File: config.mk
export PLATFORM = sky130hd
export DESIGN_NAME = cpu_regfile
export DESIGN_NICKNAME = d
export VERILOG_FILES = /design/src/rtl/regfile_pkg.sv /design/src/rtl/rf_pair_read.sv /design/src/rtl/rf_adjust16.sv /design/src/rtl/cpu_regfile.sv
export SDC_FILE = /design/constraint.sdc
export NUM_CORES = 1
export LEC_CHECK = 0
export ABC_AREA = 1
export BUFFER_PORTS_ARGS = -buffer_cell sky130_fd_sc_hd__buf_2
export CAP_MARGIN = 5
export CORE_UTILIZATION = 52
export DETAILED_ROUTE_END_ITERATION = 10
export PLACE_DENSITY = 0.73
export SYNTH_ARGS = -nofsm -noshare
export SYNTH_HDL_FRONTEND = slang
export SYNTH_SLANG_ARGS = --single-unit
File: constraint.sdc
create_clock -name clk -period 6.9 [get_ports clk]
set_input_delay 1.035 -clock clk [delete_from_list [all_inputs] [get_ports clk]]
set_output_delay 1.035 -clock clk [all_outputs]
set_load 0.005 [all_outputs]
File: src/rtl/regfile_pkg.sv
package regfile_pkg;

    localparam int BYTE_W  = 8;
    localparam int WORD_W  = 16;
    localparam int NUM_R8  = 8;
    localparam int CODE_W  = $clog2(NUM_R8);
    localparam int FLAG_W  = 4;

    typedef logic [BYTE_W-1:0] byte_t;
    typedef logic [WORD_W-1:0] word_t;

    typedef enum logic [CODE_W-1:0] {
        R8_B    = 3'd0,
        R8_C    = 3'd1,
        R8_D    = 3'd2,
        R8_E    = 3'd3,
        R8_H    = 3'd4,
        R8_L    = 3'd5,
        R8_NONE = 3'd6,
        R8_A    = 3'd7
    } r8_code_e;

    typedef enum logic [2:0] {
        PR_BC = 3'd0,
        PR_DE = 3'd1,
        PR_HL = 3'd2,
        PR_SP = 3'd3,
        PR_AF = 3'd4
    } pair_code_e;

    typedef enum logic [1:0] {
        ADJ_HL_ADD   = 2'd0,
        ADJ_SP_TO_SP = 2'd1,
        ADJ_SP_TO_HL = 2'd2,
        ADJ_NONE     = 2'd3
    } adj_mode_e;

    typedef struct packed {
        logic z;
        logic n;
        logic h;
        logic c;
    } flags_t;

    localparam word_t  SP_RESET    = 16'hFFFE;
    localparam word_t  PC_RESET    = 16'h0100;
    localparam flags_t FLAGS_RESET = '{z: 1'b1, n: 1'b0, h: 1'b1, c: 1'b1};

    function automatic byte_t r8_reset(input int idx);
        case (idx)
            0:       return 8'h00;
            1:       return 8'h13;
            2:       return 8'h00;
            3:       return 8'hD8;
            4:       return 8'h01;
            5:       return 8'h4D;
            7:       return 8'h01;
            default: return 8'h00;
        endcase
    endfunction

    function automatic word_t af_pack(input byte_t acc, input flags_t f);
        return {acc, f, 4'b0000};
    endfunction

    function automatic flags_t af_unpack_flags(input word_t w);
        return flags_t'(w[7:4]);
    endfunction

endpackage

File: src/rtl/rf_pair_read.sv
module rf_pair_read
    import regfile_pkg::*;
(
    input  logic [NUM_R8-1:0][BYTE_W-1:0] gr,
    input  word_t                         sp,
    input  flags_t                        fl,
    input  logic [2:0]                    sel,
    output word_t                         data
);
    always_comb begin
        case (sel)
            PR_BC:   data = {gr[R8_B], gr[R8_C]};
            PR_DE:   data = {gr[R8_D], gr[R8_E]};
            PR_HL:   data = {gr[R8_H], gr[R8_L]};
            PR_SP:   data = sp;
            PR_AF:   data = af_pack(gr[R8_A], fl);
            default: data = '0;
        endcase
    end
endmodule

File: src/rtl/rf_adjust16.sv
module rf_adjust16
    import regfile_pkg::*;
(
    input  logic [1:0] mode,
    input  word_t      hl,
    input  word_t      sp,
    input  word_t      src,
    input  byte_t      off,
    input  flags_t     fl_in,
    output logic       valid,
    output logic       to_hl,
    output word_t      result,
    output flags_t     fl_out
);
    localparam int NIB_W = BYTE_W / 2;
    localparam int MID_W = 12;

    logic [WORD_W:0]   hl_sum;
    logic [MID_W:0]    hl_mid;
    logic [BYTE_W:0]   lo_sum;
    logic [NIB_W:0]    nib_sum;
    word_t             off_sx;

    always_comb begin
        hl_sum  = {1'b0, hl} + {1'b0, src};
        hl_mid  = {1'b0, hl[MID_W-1:0]} + {1'b0, src[MID_W-1:0]};
        off_sx  = {{(WORD_W-BYTE_W){off[BYTE_W-1]}}, off};
        lo_sum  = {1'b0, sp[BYTE_W-1:0]} + {1'b0, off};
        nib_sum = {1'b0, sp[NIB_W-1:0]} + {1'b0, off[NIB_W-1:0]};

        valid  = 1'b1;
        to_hl  = 1'b1;
        result = hl_sum[WORD_W-1:0];
        fl_out = fl_in;
        case (mode)
            ADJ_HL_ADD: begin
                fl_out.n = 1'b0;
                fl_out.h = hl_mid[MID_W];
                fl_out.c = hl_sum[WORD_W];
            end
            ADJ_SP_TO_SP, ADJ_SP_TO_HL: begin
                to_hl    = (mode == ADJ_SP_TO_HL);
                result   = sp + off_sx;
                fl_out.z = 1'b0;
                fl_out.n = 1'b0;
                fl_out.h = nib_sum[NIB_W];
                fl_out.c = lo_sum[BYTE_W];
            end
            default: valid = 1'b0;
        endcase
    end
endmodule

File: src/rtl/cpu_regfile.sv
module cpu_regfile
    import regfile_pkg::*;
(
    input  logic        clk,
    input  logic        rst,
    input  logic [2:0]  r8_rd_sel,
    output logic [7:0]  r8_rd_data,
    input  logic        r8_wr_en,
    input  logic [2:0]  r8_wr_sel,
    input  logic [7:0]  r8_wr_data,
    input  logic [2:0]  pr_rd_sel,
    output logic [15:0] pr_rd_data,
    input  logic        pr_wr_en,
    input  logic [2:0]  pr_wr_sel,
    input  logic [15:0] pr_wr_data,
    input  logic        hl_step_en,
    input  logic        hl_step_dir,
    output logic [15:0] hl_addr,
    input  logic [1:0]  adj_mode,
    input  logic [1:0]  adj_src,
    input  logic [7:0]  adj_off,
    input  logic [3:0]  flg_wr_mask,
    input  logic [3:0]  flg_wr_val,
    output logic [3:0]  flags,
    input  logic        ime_set,
    input  logic        ime_clr,
    output logic        ime,
    input  logic        pc_wr_en,
    input  logic [15:0] pc_wr_data,
    output logic [15:0] pc
);
    logic [NUM_R8-1:0][BYTE_W-1:0] gr_q, gr_d;
    word_t  sp_q, sp_d, pc_q, pc_d;
    flags_t fl_q, fl_d;
    logic   ime_q, ime_d;

    word_t  hl_cur, adj_src_val, adj_res;
    logic   adj_valid, adj_to_hl;
    flags_t adj_fl;

    assign hl_cur = {gr_q[R8_H], gr_q[R8_L]};

    rf_pair_read u_rd_port (
        .gr(gr_q), .sp(sp_q), .fl(fl_q), .sel(pr_rd_sel), .data(pr_rd_data)
    );

    rf_pair_read u_rd_adj (
        .gr(gr_q), .sp(sp_q), .fl(fl_q), .sel({1'b0, adj_src}), .data(adj_src_val)
    );

    rf_adjust16 u_adj (
        .mode(adj_mode), .hl(hl_cur), .sp(sp_q), .src(adj_src_val), .off(adj_off),
        .fl_in(fl_q), .valid(adj_valid), .to_hl(adj_to_hl), .result(adj_res),
        .fl_out(adj_fl)
    );

    // Next state, lowest priority first so later assignments win.
    always_comb begin
        gr_d  = gr_q;
        sp_d  = sp_q;
        pc_d  = pc_q;
        fl_d  = flags_t'((fl_q & ~flg_wr_mask) | (flg_wr_val & flg_wr_mask));
        ime_d = ime_clr ? 1'b0 : (ime_set ? 1'b1 : ime_q);

        if (r8_wr_en && r8_wr_sel != R8_NONE)
            gr_d[r8_wr_sel] = r8_wr_data;

        if (hl_step_en)
            {gr_d[R8_H], gr_d[R8_L]} = hl_step_dir ? hl_cur - 16'd1 : hl_cur + 16'd1;

        if (adj_valid) begin
            fl_d = adj_fl;
            if (adj_to_hl) {gr_d[R8_H], gr_d[R8_L]} = adj_res;
            else           sp_d = adj_res;
        end

        if (pr_wr_en) begin
            case (pr_wr_sel)
                PR_BC: {gr_d[R8_B], gr_d[R8_C]} = pr_wr_data;
                PR_DE: {gr_d[R8_D], gr_d[R8_E]} = pr_wr_data;
                PR_HL: {gr_d[R8_H], gr_d[R8_L]} = pr_wr_data;
                PR_SP: sp_d = pr_wr_data;
                PR_AF: begin
                    gr_d[R8_A] = pr_wr_data[15:8];
                    fl_d       = af_unpack_flags(pr_wr_data);
                end
                default: ;
            endcase
        end

        if (pc_wr_en)
            pc_d = pc_wr_data;
    end

    generate
        for (genvar i = 0; i < NUM_R8; i++) begin : g_gr
            always_ff @(posedge clk) begin
                if (rst) gr_q[i] <= r8_reset(i);
                else     gr_q[i] <= gr_d[i];
            end
        end
    endgenerate

    always_ff @(posedge clk) begin
        if (rst) begin
            sp_q  <= SP_RESET;
            pc_q  <= PC_RESET;
            fl_q  <= FLAGS_RESET;
            ime_q <= 1'b0;
        end else begin
            sp_q  <= sp_d;
            pc_q  <= pc_d;
            fl_q  <= fl_d;
            ime_q <= ime_d;
        end
    end

    assign r8_rd_data = (r8_rd_sel == R8_NONE) ? 8'h00 : gr_q[r8_rd_sel];
    assign hl_addr    = hl_cur;
    assign flags      = fl_q;
    assign ime        = ime_q;
    assign pc         = pc_q;


    reset_state_chk: assert property (@(posedge clk)
        $past(rst) |-> (pc_q == PC_RESET && sp_q == SP_RESET && gr_q[R8_A] == 8'h01));


    hl_step_up_chk: assert property (@(posedge clk) disable iff (rst)
        (hl_step_en && !hl_step_dir && !pr_wr_en && adj_mode == ADJ_NONE)
        |=> (hl_addr == $past(hl_addr) + 16'd1));


    hl_step_down_chk: assert property (@(posedge clk) disable iff (rst)
        (hl_step_en && hl_step_dir && !pr_wr_en && adj_mode == ADJ_NONE)
        |=> (hl_addr == $past(hl_addr) - 16'd1));


    hl_add_flags_chk: assert property (@(posedge clk) disable iff (rst)
        (adj_mode == ADJ_HL_ADD && !pr_wr_en)
        |=> (fl_q.z == $past(fl_q.z) && !fl_q.n));


    af_unpack_chk: assert property (@(posedge clk) disable iff (rst)
        (pr_wr_en && pr_wr_sel == PR_AF) |=> (flags == $past(pr_wr_data[7:4])));


    pair_over_byte_chk: assert property (@(posedge clk) disable iff (rst)
        (pr_wr_en && pr_wr_sel == PR_BC && r8_wr_en && r8_wr_sel == R8_B)
        |=> (gr_q[R8_B] == $past(pr_wr_data[15:8])));


    ime_clear_wins_chk: assert property (@(posedge clk) disable iff (rst)
        (ime_set && ime_clr) |=> !ime);

endmodule

==> impl_metrics.json <==
{
  "dp.cells": 1859,
  "avgSynthCellArea_sq_um": 5.93,
  "worstSetupPathType": "in -> out",
  "fmax_mhz": 240,
  "synth_most_common_cell": "nand2_1",
  "synth_warnings": 0,
  "cts_resized": 0,
  "hold_ws_ps": 438,
  "hold_viol_final": 0,
  "detailedPlace.worstSlack_ps": 2650,
  "yosys-top-cells-area": "dfxtp_1, nand2_1, inv_1, o21ai_0, ha_1",
  "portBuffers": 141,
  "critPathRequiredTime_ps": 5860,
  "gp_congestion": 1.10,
  "r2r_slack_ps": 3490,
  "cp_top_family": "buffers and inverters",
  "routed_wl_um": 40700,
  "cts.sinks": 101,
  "die_x_um": 135,
  "synth_top_area_share_pct": 21.8,
  "synth-main-ff-cell": "dfxtp_1",
  "leakage_nw": 5.59,
  "drt_iter0_drc": 1382,
  "die_h_um": 135,
  "synthCells": 1563,
  "hp-class": "reg -> reg",
  "cts_buffers": 9,
  "first_pass_iters": 6,
  "drv_slew": 0,
  "initial_core_util_pct": 53.4,
  "grt_pass1_wl_um": 60400,
  "setup_ws_ps": 2740,
  "path_cells": "buf_2, inv_1, nor3_1, inv_1, o22ai_1, a221oi_1, o21ai_0, buf_2",
  "drc": 0,
  "worstPathArrival_ps": 3130,
  "r2r_start": "hl_addr[0]$_SDFF_PP1_",
  "cap_viol_max_count": 0,
  "startpoint_type": "input pin",
  "clk_latency_ps": 370,
  "skew_ps": 11.7,
  "maxSlewHeadroom_pct": 18.0,
  "routed-via-count": 11258,
  "power_density_mw_per_mm2": 220,
  "syn2layout_area_growth_pct": 10.3,
  "overflow": 0,
  "critPathCapture": "pr_rd_data[4]",
  "startpoint": "pr_rd_sel[1]",
  "place_hpwl_um": 31200,
  "post_drt_wl_per_cell_um": 21.7,
  "rows": 48,
  "synthArstFlopShare_pct": 0,
  "core-area_sq_mm": 0.0174,
  "grt_use_total_pct": 45.0,
  "seq_area_sq_mm": 0.00202,
  "r2r_cells": 17,
  "htree_levels": 3,
  "multi_input_area_sq_mm": 0.00580,
  "cts_tree": "yes",
  "min_period_ps": 4160,
  "cpPeakStageDelay_ps": 690,
  "crit_cells": 8,
  "drtAntennaViolNets": 0,
  "seq_area_frac_synth_pct": 21.8,
  "fin_cells": 1876,
  "num-fill-cells": 1807,
  "synth_edf_count": 0,
  "viasPerCell": 6.00,
  "synth_seq_cells": 101,
  "antenna_found_initial": 1,
  "first_global_vias": 10296,
  "setup-violations-final": 0,
  "fin_setup_tns_ps": 0,
  "worstReg2RegEnd": "sp_q[6]$_SDFF_PP1_",
  "die_area_sq_mm": 0.0184,
  "clock_path_buffers": 2,
  "hold_buffers": 0,
  "rsz0062_at_grt": "false",
  "synthTopCellsByCount": "nand2_1, inv_1, o21ai_0",
  "clock-root-buffer": "clkbuf_16",
  "synth_cell_types": 45,
  "layout-drive-gt1-share_pct": 11.7,
  "fin_crit_sh_pct": 60.3,
  "nets": 1777,
  "crit_fanout": 12,
  "syn-num-nets": 1695,
  "clkTransAtPathRegs_ps": 80,
  "synth_area_sq_mm": 0.00927,
  "crit_path_top_delay_cell": "nor3_1",
  "worstMarginPinSlew_ps": 1220,
  "post-cts-setup-buffers": 0,
  "grt_max_degree": 43,
  "outcome": "finished clean",
  "yosysTopAreaCell": "dfxtp_1",
  "ir_drop_mv": 0.155,
  "num_io_pins": 142,
  "cp_num_buf_inv": 4,
  "critPathCaptureType": "output port"
}
==> logic make-up (layout without fill, tap and decap cells) <==
logic type                 after synthesis  in the layout  share of synthesized area [%]
DFF                                    101            101                           21.8
muxes                                    3              3                          0.324
other                                    0              1                              0
AOI/OAI and AO/OA                      403            403                           25.1
adders and majority gates               51             51                           7.13
and+or+nand+nor                        633            633                           28.7
xor gates and xnor gates                14             14                           1.32
buffers and inverters                  358            445                           15.6
==> worst min path at each step <==
stage / endpoint / startpoint / slack (ps) / cells after the start
5_1_grt: register / register / 460 / 2
3_3_place_gp: register / register / 420 / 2
4_1_cts: register / register / 440 / 2
6_report: register / register / 440 / 2
2_1_floorplan: register / register / 410 / 2
3_5_place_dp: register / register / 430 / 2
==> worst reg2reg max path: cells and delay by family, from the launching register on <==
family,cells,cell delay (ps)
XOR/XNOR,1,100
AND/OR/NAND/NOR,6,660
multiplexers,1,320
flip-flops,1,520
AO/OA/AOI/OAI,4,580
buffers and inverters,3,490
adder cells (fa/ha/maj),2,640
==> flip-flops by register name (all words and copies together), names as in the netlist, named ones only <==
signal   cells
flags        4
hl_addr     16
sp_q        16
ime          1
gr_q        40
pc          16
==> per-stage QoR <==
step	utilization [%]	cell area, sq um	total power (W)
final	58.9	10200	0.00224
after global routing	58.9	10200	0.00237
after CTS	58.9	10200	0.00220
after detailed placement	57.1	9910	0.00167
after global placement	57.1	9910	0.00166
after floorplan	-	9270	0.00134
==> final cells by class <==
class / instances / share of cell area [%]
Antenna cell: 1 / 0.0245
Clock buffer: 9 / 2.20
Clock inverter: 7 / 0.771
Inverter: 283 / 10.4
Multi-Input combinational cell: 1104 / 56.8
Sequential cell: 101 / 19.8
Tap cell: 225 / 2.75
Timing Repair Buffer: 146 / 7.27
==> cell usage in the layout (no fill, tap or decap), types with 11 or more instances in the layout <==
| cell type | n |
|---|---|
| ha_1 | 48 |
| o21ai_0 | 170 |
| nand2_1 | 396 |
| o22ai_1 | 27 |
| a221oi_1 | 11 |
| nor2_1 | 93 |
| inv_2 | 13 |
| o21ai_1 | 11 |
| buf_2 | 141 |
| o21bai_1 | 14 |
| o211ai_1 | 32 |
| a21oi_1 | 106 |
| dfxtp_1 | 101 |
| inv_1 | 268 |
| nand3_1 | 108 |
==> routing by layer <==
metal / part of all wire, % / GRT usage [%] / up-vias
met5: 0 / 0 / -
met4: 7.1 / 27.8 / 0
met3: 14 / 15.3 / 188
met2: 41 / 65.4 / 752
met1: 38 / 56.9 / 5051
li1: - / - / 5267
==> report_power, final <==
part	internal [W]	switching (W)	total [W]
Sequential	0.000630	0.000100	0.000730
Clock	0.000258	0.000279	0.000537
Combinational	0.000328	0.000650	0.000978
Total	0.00122	0.00103	0.00224
Note: power is estimated with default switching activity, not from simulation.
